## src/rtl/xlat_pkg.sv

```systemverilog
package xlat_pkg;
  // state of the table-walk sequencer
  typedef enum logic [1:0] {
    WK_IDLE = 2'd0,
    WK_ASK  = 2'd1,
    WK_WAIT = 2'd2
  } wk_state_e;
endpackage

```

## src/rtl/xlat_rst_sync.sv

```systemverilog
module xlat_rst_sync (
  input  logic clk,
  input  logic arst_n,
  output logic rst_n
);
  logic [1:0] sync_q;

  always_ff @(posedge clk or negedge arst_n) begin
    if (!arst_n) sync_q <= 2'b00;
    else         sync_q <= {sync_q[0], 1'b1};
  end

  assign rst_n = sync_q[1];
endmodule

```

## src/rtl/xlat_victim.sv

```systemverilog
module xlat_victim #(
  parameter int unsigned ENTRIES = 4,
  localparam int unsigned SLOT_W = $clog2(ENTRIES)
) (
  input  logic [ENTRIES-1:0] vld,
  input  logic [ENTRIES-1:0] wir,
  input  logic [SLOT_W-1:0]  rr_ptr,
  output logic               vic_ok,
  output logic               vic_evict,
  output logic [SLOT_W-1:0]  vic_idx
);
  logic              free_ok;
  logic [SLOT_W-1:0] free_idx;
  logic              ev_ok;
  logic [SLOT_W-1:0] ev_idx;
  logic [SLOT_W:0]   pos;

  // lowest empty unpinned slot: scan downward, last assignment wins
  always_comb begin
    free_ok  = 1'b0;
    free_idx = '0;
    for (int i = ENTRIES - 1; i >= 0; i--) begin
      if (!vld[i] && !wir[i]) begin
        free_ok  = 1'b1;
        free_idx = SLOT_W'(i);
      end
    end
  end

  // first unpinned slot at or after the round-robin pointer
  always_comb begin
    ev_ok  = 1'b0;
    ev_idx = '0;
    pos    = '0;
    for (int k = ENTRIES - 1; k >= 0; k--) begin
      pos = {1'b0, rr_ptr} + (SLOT_W+1)'(k);
      if (pos >= (SLOT_W+1)'(ENTRIES)) pos = pos - (SLOT_W+1)'(ENTRIES);
      if (!wir[pos[SLOT_W-1:0]]) begin
        ev_ok  = 1'b1;
        ev_idx = pos[SLOT_W-1:0];
      end
    end
  end

  always_comb begin
    vic_ok    = free_ok | ev_ok;
    vic_evict = !free_ok && ev_ok;
    vic_idx   = free_ok ? free_idx : ev_idx;
  end
endmodule

```

## src/rtl/xlat_cam.sv

```systemverilog
module xlat_cam #(
  parameter int unsigned ENTRIES = 4,
  parameter int unsigned PN_W    = 3,
  parameter int unsigned FN_W    = 4,
  localparam int unsigned SLOT_W = $clog2(ENTRIES)
) (
  input  logic              clk,
  input  logic              rst_n,
  input  logic [PN_W-1:0]   look_page,
  output logic              hit,
  output logic [FN_W-1:0]   hit_frame,
  input  logic              ins_en,
  input  logic [PN_W-1:0]   ins_page,
  input  logic [FN_W-1:0]   ins_frame,
  input  logic              flush,
  input  logic              mg_we,
  input  logic [SLOT_W-1:0] mg_slot,
  input  logic [PN_W-1:0]   mg_page,
  input  logic [FN_W-1:0]   mg_frame,
  input  logic              mg_pin
);
  logic [ENTRIES-1:0] vld_q, vld_d;
  logic [ENTRIES-1:0] wir_q, wir_d;
  logic [PN_W-1:0]    pg_q [ENTRIES];
  logic [PN_W-1:0]    pg_d [ENTRIES];
  logic [FN_W-1:0]    fr_q [ENTRIES];
  logic [FN_W-1:0]    fr_d [ENTRIES];
  logic [SLOT_W-1:0]  rr_q, rr_d;
  logic               vic_ok, vic_evict;
  logic [SLOT_W-1:0]  vic_idx;
  logic               do_ins;
  logic               tbl_en;
  logic [ENTRIES-1:0] match;

  xlat_victim #(.ENTRIES(ENTRIES)) i_victim (
    .vld       (vld_q),
    .wir       (wir_q),
    .rr_ptr    (rr_q),
    .vic_ok    (vic_ok),
    .vic_evict (vic_evict),
    .vic_idx   (vic_idx)
  );

  // associative compare, lowest matching slot wins
  for (genvar g = 0; g < ENTRIES; g++) begin : g_cmp
    assign match[g] = vld_q[g] && (pg_q[g] == look_page);
  end

  always_comb begin
    hit       = 1'b0;
    hit_frame = '0;
    for (int i = ENTRIES - 1; i >= 0; i--) begin
      if (match[i]) begin
        hit       = 1'b1;
        hit_frame = fr_q[i];
      end
    end
  end

  assign do_ins = ins_en && vic_ok;
  assign tbl_en = flush || do_ins || mg_we;

  // update order: flush, then install, then management write
  always_comb begin
    vld_d = vld_q;
    wir_d = wir_q;
    rr_d  = rr_q;
    for (int i = 0; i < ENTRIES; i++) begin
      pg_d[i] = pg_q[i];
      fr_d[i] = fr_q[i];
    end
    if (flush) vld_d = vld_q & wir_q;
    if (do_ins) begin
      vld_d[vic_idx] = 1'b1;
      wir_d[vic_idx] = 1'b0;
      pg_d[vic_idx]  = ins_page;
      fr_d[vic_idx]  = ins_frame;
      if (vic_evict) begin
        rr_d = (vic_idx == SLOT_W'(ENTRIES - 1)) ? '0 : vic_idx + 1'b1;
      end
    end
    if (mg_we) begin
      vld_d[mg_slot] = 1'b1;
      wir_d[mg_slot] = mg_pin;
      pg_d[mg_slot]  = mg_page;
      fr_d[mg_slot]  = mg_frame;
    end
  end

  always_ff @(posedge clk or negedge rst_n) begin
    if (!rst_n) begin
      vld_q <= '0;
      wir_q <= '0;
      rr_q  <= '0;
    end else if (tbl_en) begin
      vld_q <= vld_d;
      wir_q <= wir_d;
      rr_q  <= rr_d;
    end
  end

  always_ff @(posedge clk) begin
    if (tbl_en) begin
      for (int i = 0; i < ENTRIES; i++) begin
        pg_q[i] <= pg_d[i];
        fr_q[i] <= fr_d[i];
      end
    end
  end

  // the chosen victim is never a pinned slot
  assert_victim_unpinned_R7: assert property (@(posedge clk) disable iff (!rst_n)
    (ins_en && vic_ok) |-> !wir_q[vic_idx]);

  // with every slot pinned an install leaves the table untouched
  assert_all_pinned_R9: assert property (@(posedge clk) disable iff (!rst_n)
    (ins_en && (&wir_q) && !mg_we && !flush) |=> ($stable(vld_q) && $stable(wir_q)));

  // a lone flush leaves only pinned slots valid
  assert_flush_clears_R10: assert property (@(posedge clk) disable iff (!rst_n)
    (flush && !ins_en && !mg_we) |=> ((vld_q & ~wir_q) == '0));

  // a pinned slot keeps its mapping unless management rewrites it
  for (genvar g = 0; g < ENTRIES; g++) begin : g_pin_chk
    assert_pinned_kept_R8: assert property (@(posedge clk) disable iff (!rst_n)
      (wir_q[g] && !(mg_we && mg_slot == SLOT_W'(g)))
        |=> (wir_q[g] && vld_q[g] && $stable(pg_q[g]) && $stable(fr_q[g])));
  end
endmodule

```

## src/rtl/xlat_walker.sv

```systemverilog
module xlat_walker
  import xlat_pkg::*;
#(
  parameter int unsigned LA_W  = 14,
  parameter int unsigned OFF_W = 11,
  parameter int unsigned FN_W  = 4,
  localparam int unsigned PN_W  = LA_W - OFF_W,
  localparam int unsigned PA_W  = FN_W + OFF_W,
  localparam int unsigned PTE_W = FN_W + 1
) (
  input  logic             clk,
  input  logic             rst_n,
  input  logic             req_valid,
  output logic             req_ready,
  input  logic [LA_W-1:0]  req_laddr,
  output logic             rsp_valid,
  output logic             rsp_hit,
  output logic             rsp_fault,
  output logic [PA_W-1:0]  rsp_paddr,
  output logic             mem_req,
  input  logic             mem_rdy,
  output logic [PN_W-1:0]  mem_addr,
  input  logic             mem_rvalid,
  input  logic [PTE_W-1:0] mem_rdata,
  output logic [PN_W-1:0]  look_page,
  input  logic             hit,
  input  logic [FN_W-1:0]  hit_frame,
  output logic             ins_en,
  output logic [PN_W-1:0]  ins_page,
  output logic [FN_W-1:0]  ins_frame
);
  wk_state_e        st_q, st_d;
  logic [PN_W-1:0]  pg_q, pg_d;
  logic [OFF_W-1:0] off_q, off_d;
  logic             cap_en;
  logic             rv_q, rv_d;
  logic             rh_q, rh_d;
  logic             rf_q, rf_d;
  logic [PA_W-1:0]  pa_q, pa_d;
  logic             pa_en;
  logic             accept;
  logic             pte_ok;
  logic [FN_W-1:0]  pte_frame;

  assign req_ready = rst_n && (st_q == WK_IDLE);
  assign accept    = req_valid && req_ready;
  assign look_page = req_laddr[LA_W-1:OFF_W];
  assign pte_ok    = mem_rdata[FN_W];
  assign pte_frame = mem_rdata[FN_W-1:0];
  assign mem_req   = (st_q == WK_ASK);
  assign mem_addr  = pg_q;
  assign ins_page  = pg_q;
  assign ins_frame = pte_frame;

  always_comb begin
    st_d   = st_q;
    pg_d   = pg_q;
    off_d  = off_q;
    cap_en = 1'b0;
    rv_d   = 1'b0;
    rh_d   = 1'b0;
    rf_d   = 1'b0;
    pa_d   = pa_q;
    pa_en  = 1'b0;
    ins_en = 1'b0;
    unique case (st_q)
      WK_IDLE: begin
        if (accept) begin
          if (hit) begin
            rv_d  = 1'b1;
            rh_d  = 1'b1;
            pa_d  = {hit_frame, req_laddr[OFF_W-1:0]};
            pa_en = 1'b1;
          end else begin
            st_d   = WK_ASK;
            pg_d   = req_laddr[LA_W-1:OFF_W];
            off_d  = req_laddr[OFF_W-1:0];
            cap_en = 1'b1;
          end
        end
      end
      WK_ASK: begin
        if (mem_rdy) st_d = WK_WAIT;
      end
      WK_WAIT: begin
        if (mem_rvalid) begin
          st_d  = WK_IDLE;
          rv_d  = 1'b1;
          pa_en = 1'b1;
          if (pte_ok) begin
            ins_en = 1'b1;
            pa_d   = {pte_frame, off_q};
          end else begin
            rf_d = 1'b1;
            pa_d = '0;
          end
        end
      end
      default: st_d = WK_IDLE;
    endcase
  end

  always_ff @(posedge clk or negedge rst_n) begin
    if (!rst_n) begin
      st_q <= WK_IDLE;
      rv_q <= 1'b0;
      rh_q <= 1'b0;
      rf_q <= 1'b0;
      pa_q <= '0;
    end else begin
      st_q <= st_d;
      rv_q <= rv_d;
      rh_q <= rh_d;
      rf_q <= rf_d;
      if (pa_en) pa_q <= pa_d;
    end
  end

  always_ff @(posedge clk) begin
    if (cap_en) begin
      pg_q  <= pg_d;
      off_q <= off_d;
    end
  end

  assign rsp_valid = rv_q;
  assign rsp_hit   = rh_q;
  assign rsp_fault = rf_q;
  assign rsp_paddr = pa_q;

  // a cached page answers in the following cycle
  assert_hit_latency_R3: assert property (@(posedge clk) disable iff (!rst_n)
    (accept && hit) |=> (rsp_valid && rsp_hit && !rsp_fault));

  // an ungranted read request is held with a steady index
  assert_req_hold_R4: assert property (@(posedge clk) disable iff (!rst_n)
    (mem_req && !mem_rdy) |=> (mem_req && $stable(mem_addr)));

  // the fault indication lasts one cycle
  assert_fault_pulse_R6: assert property (@(posedge clk) disable iff (!rst_n)
    rsp_fault |=> !rsp_fault);

  // an install always goes with a successful, non-fault response
  assert_install_ok_R5: assert property (@(posedge clk) disable iff (!rst_n)
    ins_en |=> (rsp_valid && !rsp_fault && !rsp_hit));
endmodule

```

## src/rtl/xlat_tlb.sv

```systemverilog
module xlat_tlb #(
  parameter int unsigned LA_W    = 14,
  parameter int unsigned OFF_W   = 11,
  parameter int unsigned FN_W    = 4,
  parameter int unsigned ENTRIES = 4,
  localparam int unsigned PN_W   = LA_W - OFF_W,
  localparam int unsigned PA_W   = FN_W + OFF_W,
  localparam int unsigned PTE_W  = FN_W + 1,
  localparam int unsigned SLOT_W = $clog2(ENTRIES)
) (
  input  logic              clk,
  input  logic              arst_n,
  input  logic              req_valid,
  output logic              req_ready,
  input  logic [LA_W-1:0]   req_laddr,
  output logic              rsp_valid,
  output logic              rsp_hit,
  output logic              rsp_fault,
  output logic [PA_W-1:0]   rsp_paddr,
  output logic              mem_req,
  input  logic              mem_rdy,
  output logic [PN_W-1:0]   mem_addr,
  input  logic              mem_rvalid,
  input  logic [PTE_W-1:0]  mem_rdata,
  input  logic              mg_we,
  input  logic [SLOT_W-1:0] mg_slot,
  input  logic [PN_W-1:0]   mg_page,
  input  logic [FN_W-1:0]   mg_frame,
  input  logic              mg_pin,
  input  logic              flush
);
  logic            rst_n;
  logic [PN_W-1:0] look_page;
  logic            hit;
  logic [FN_W-1:0] hit_frame;
  logic            ins_en;
  logic [PN_W-1:0] ins_page;
  logic [FN_W-1:0] ins_frame;

  xlat_rst_sync i_rst_sync (
    .clk    (clk),
    .arst_n (arst_n),
    .rst_n  (rst_n)
  );

  xlat_walker #(.LA_W(LA_W), .OFF_W(OFF_W), .FN_W(FN_W)) i_walker (
    .clk        (clk),
    .rst_n      (rst_n),
    .req_valid  (req_valid),
    .req_ready  (req_ready),
    .req_laddr  (req_laddr),
    .rsp_valid  (rsp_valid),
    .rsp_hit    (rsp_hit),
    .rsp_fault  (rsp_fault),
    .rsp_paddr  (rsp_paddr),
    .mem_req    (mem_req),
    .mem_rdy    (mem_rdy),
    .mem_addr   (mem_addr),
    .mem_rvalid (mem_rvalid),
    .mem_rdata  (mem_rdata),
    .look_page  (look_page),
    .hit        (hit),
    .hit_frame  (hit_frame),
    .ins_en     (ins_en),
    .ins_page   (ins_page),
    .ins_frame  (ins_frame)
  );

  xlat_cam #(.ENTRIES(ENTRIES), .PN_W(PN_W), .FN_W(FN_W)) i_cam (
    .clk       (clk),
    .rst_n     (rst_n),
    .look_page (look_page),
    .hit       (hit),
    .hit_frame (hit_frame),
    .ins_en    (ins_en),
    .ins_page  (ins_page),
    .ins_frame (ins_frame),
    .flush     (flush),
    .mg_we     (mg_we),
    .mg_slot   (mg_slot),
    .mg_page   (mg_page),
    .mg_frame  (mg_frame),
    .mg_pin    (mg_pin)
  );
endmodule

```

## config.mk

```make
export PLATFORM = sky130hd
export DESIGN_NAME = xlat_tlb
export DESIGN_NICKNAME = d
export VERILOG_FILES = /design/src/rtl/xlat_pkg.sv /design/src/rtl/xlat_rst_sync.sv /design/src/rtl/xlat_victim.sv /design/src/rtl/xlat_cam.sv /design/src/rtl/xlat_walker.sv /design/src/rtl/xlat_tlb.sv
export SDC_FILE = /design/constraint.sdc
export NUM_CORES = 1
export LEC_CHECK = 0
export BUFFER_PORTS_ARGS = -buffer_cell sky130_fd_sc_hd__buf_2
export CELL_PAD_IN_SITES_DETAIL_PLACEMENT = 0
export CELL_PAD_IN_SITES_GLOBAL_PLACEMENT = 2
export CORE_MARGIN = 4
export CORE_UTILIZATION = 33
export CTS_CLUSTER_DIAMETER = 60
export CTS_CLUSTER_SIZE = 12
export DETAILED_ROUTE_END_ITERATION = 8
export PLACE_DENSITY = 0.77
export REMOVE_ABC_BUFFERS = 1
export SKIP_CTS_REPAIR_TIMING = 1
export SYNTH_ARGS = -nofsm -noshare
export SYNTH_HDL_FRONTEND = slang
export SYNTH_SLANG_ARGS = --single-unit
```

## constraint.sdc

```tcl
create_clock -name clk -period 1.3 [get_ports clk]
set_clock_uncertainty 0.15 [all_clocks]
set_input_delay 0.065 -clock clk [delete_from_list [all_inputs] [get_ports clk]]
set_output_delay 0.065 -clock clk [all_outputs]
set_load 0.02 [all_outputs]
```

==> out/qor.yml <==
worst_hold_path:
  min_path_type: "in -> reg"
  hold_depth: 3
routing:
  drc: 0
  first_pass_iters: 4
  drtIter0Drc: 204
  wl_um: 11600
  vias: 3385
  avgRoutedWirePerCell_um: 17.1
  postRouteAntennaNets: 0
  via_per_inst: 4.99
sta:
  max_freq_mhz: 414
  tightest_slew_ns: 0.567
  rsz0062_at_grt: "yes"
  tns_ns: -88.41
  layout_setup_ws_ns: -1.11
  slew_headroom: 0.620
  finalCritPeriodShare: 1.86
  slew_viol_final: 0
  finalHoldViolCount: 0
  finalSetupViolCount: 100
  min_period_ns: 2.41
power_and_ir_drop:
  p_sw_frac: 0.333
  vdd_drop_max_mv: 0.607
  power-per-cell-area_nw_per_um2: 1580
  finalPower_mw: 9.64
  pwr-share-seq: 0.351
  p_sw_mw: 3.21
  leakagePower_nw: 2.83
  clkPwrFrac: 0.265
  p_int_mw: 6.43
  p_comb_frac: 0.384
synthesis:
  synthArstFlopShare: 0.432
  yosys.area.top_type: "edfxtp_1"
  ys_seq_area_frac: 0.527
  synth_edf_count: 42
  synth_top_area_frac: 0.322
  yosys_warnings: 0
  netlist_area_um2: 3910
  synthFlopType: "edfxtp_1"
  ys_types: 46
  synth_area_per_cell_um2: 10.7
  synthCells: 365
  ys_seq_elements: 74
  netlist_top_cells_area: "edfxtp_1 32%, dfrtp_1 20%, nand2_1 7.9%"
finish:
  num_antenna_cells: 0
  fill_cells: 996
  regArea_um2: 2060
  fin_nets: 573
  multi_input_area_um2: 2110
  drive_gt1_frac: 0.432
  area_delta_synth_final_pct: 55.6
cts:
  clock_latency_ns: 0.35
  tritoncts: "done"
  htreeDepth: 3
  clock-sinks: 74
  cts_buffer_depth: 2
  root_buffer: "clkbuf_16"
  clkSlewWorstSetupHoldPaths_ns: 0.06
  cts_made_buffers: 9
global_routing:
  grt_pass1_vias: 3200
  overflow: 0
  grt_pass1_wl_um: 16800
  grt_use_total: 0.163
  grt_max_degree: 31
  antenna_found_initial: 0
worst_setup_path:
  crit_type: "reg -> reg"
  critPathLaunchType: "flip-flop"
  worst-r2r-cell-count: 10
  crit_required_ns: 1.24
  cp.arrival_ns: 2.36
  cp-end-kind: "flip-flop"
  path_max_fanout: 5
  regToRegSetupSlack_ns: -1.11
placement:
  port_buffers: 58
  hpwl_um: 7860
  gp_congestion: 0.809
floorplanning:
  num_rows: 39
  start_util: 0.340
  die_height_um: 117
  die_w_um: 117
  core_area_um2: 11500
  io_pins: 59
  die-area_um2: 13700
status:
  status: "finished, violations left"
  violations: "setup timing"
flow_run:
  maxCapViolCount: 0
## layer usage
layer / routed length (um) / global-route usage / part of all wire
met1: 5520 / 0.218 / 0.47
met2: 5420 / 0.263 / 0.47
met3: 422 / 0.0257 / 0.036
met4: 265 / 0.0696 / 0.023
met5: 0 / 0 / 0
## sequential cells by signal, summed over array words and instances, names as in the netlist
name	cells
i_walker.off_q	11
i_cam.rr_q	2
i_walker.rsp_paddr	15
i_walker.rsp_hit	1
i_walker.st_q	2
i_rst_sync.sync_q	2
i_walker.ins_page	3
i_cam.fr_q	16
i_cam.pg_q	12
i_walker.rsp_valid	1
i_walker.rsp_fault	1
i_cam.wir_q	4
i_cam.vld_q	4
## critical path, cell delays in order, from the launching register on
cell	delay, ns
dfrtp_1	0.40
o22ai_2	0.11
or3_1	0.32
a31oi_1	0.20
o21ai_2	0.14
o311ai_4	0.12
ha_2	0.28
nand2_4	0.07
buf_12	0.14
mux2i_1	0.14
o21ai_1	0.09
## kinds of logic (layout without fill, tap and decap cells)
family | after synthesis | in the layout | synth area share
AO/OA/AOI/OAI | 68 | 69 | 0.113
other | 1 | 1 | 0.000958
XOR/XNOR | 12 | 12 | 0.0269
AND/OR/NAND/NOR | 134 | 134 | 0.157
adder cells (fa/ha/maj) | 7 | 7 | 0.0224
multiplexers | 44 | 44 | 0.126
buffers and inverters | 25 | 194 | 0.0265
flip-flops | 74 | 74 | 0.527
## worst paths after layout
check,start,to
setup / recovery,i_cam.wir_q[2],i_cam.pg_q[2][2]
hold / removal,mem_rdata[1],i_cam.fr_q[1][1]
setup reg to reg,i_cam.wir_q[2],i_cam.pg_q[2][2]
hold reg to reg,i_rst_sync.sync_q[1],i_walker.rsp_paddr[14]
max in group asynchronous,arst_n,i_rst_sync.sync_q[1]
min in group asynchronous,i_rst_sync.sync_q[1],i_walker.rsp_paddr[14]
## power groups by stage
stage | clock network, mW | registers, mW | logic, mW
after floorplan | 0 | 3.69 | 1.22
after global placement | 0 | 3.39 | 2.84
after detailed placement | 0 | 3.41 | 2.88
after CTS | 2.60 | 3.36 | 2.90
after global routing | 2.69 | 3.45 | 3.97
final | 2.55 | 3.38 | 3.70
## final cells by class
cell class,count,share of cell area
inverter,8,0.00534
multi-input combinational,267,0.347
sequential,74,0.339
clock buffer,11,0.0434
clock inverter,5,0.00658
tap,143,0.0294
timing repair buffer,170,0.230
## metrics by stage
step	hold slack, ns	worst slack (ns)	utilization	cell area (um^2)	instances
after floorplan	-0.381	-1.78	-	3840	348
after global placement	-0.301	-1.23	0.430	4960	618
after detailed placement	-0.297	-1.32	0.430	4960	618
after CTS	-0.667	-1.33	0.457	5260	634
after global routing	0.0283	-1.24	0.529	6090	678
final	0.0102	-1.11	0.529	6090	678
## cells in the final DEF, fill, tap and decap left out, drive strengths merged, types with 12 or more instances in the layout
master       count
buf            143
clkbuf          12
dfrtp           32
dlygate4sd3     26
edfxtp          42
mux2            16
mux2i           28
nand2           82
nand3           15
o21ai           41
## synthesized netlist by cell type, types with 2 or more instances
cell / count
a21o_1: 3
a21oi_1: 4
a311oi_1: 4
and3_1: 2
buf_1: 3
buf_2: 2
clkbuf_1: 11
dfrtp_1: 32
edfxtp_1: 42
ha_1: 7
inv_1: 8
mux2_2: 7
mux2_4: 9
mux2i_1: 28
nand2_1: 82
nand2b_1: 5
nand3_1: 15
nand4_1: 3
nor2_1: 8
nor2b_1: 3
nor3b_1: 2
nor4_1: 4
o21ai_0: 41
o221ai_1: 4
o22ai_1: 2
or2_2: 2
or3_1: 2
or4b_1: 2
xnor2_1: 6
xor2_1: 6
No activity file was read; power rests on OpenSTA's default activity.
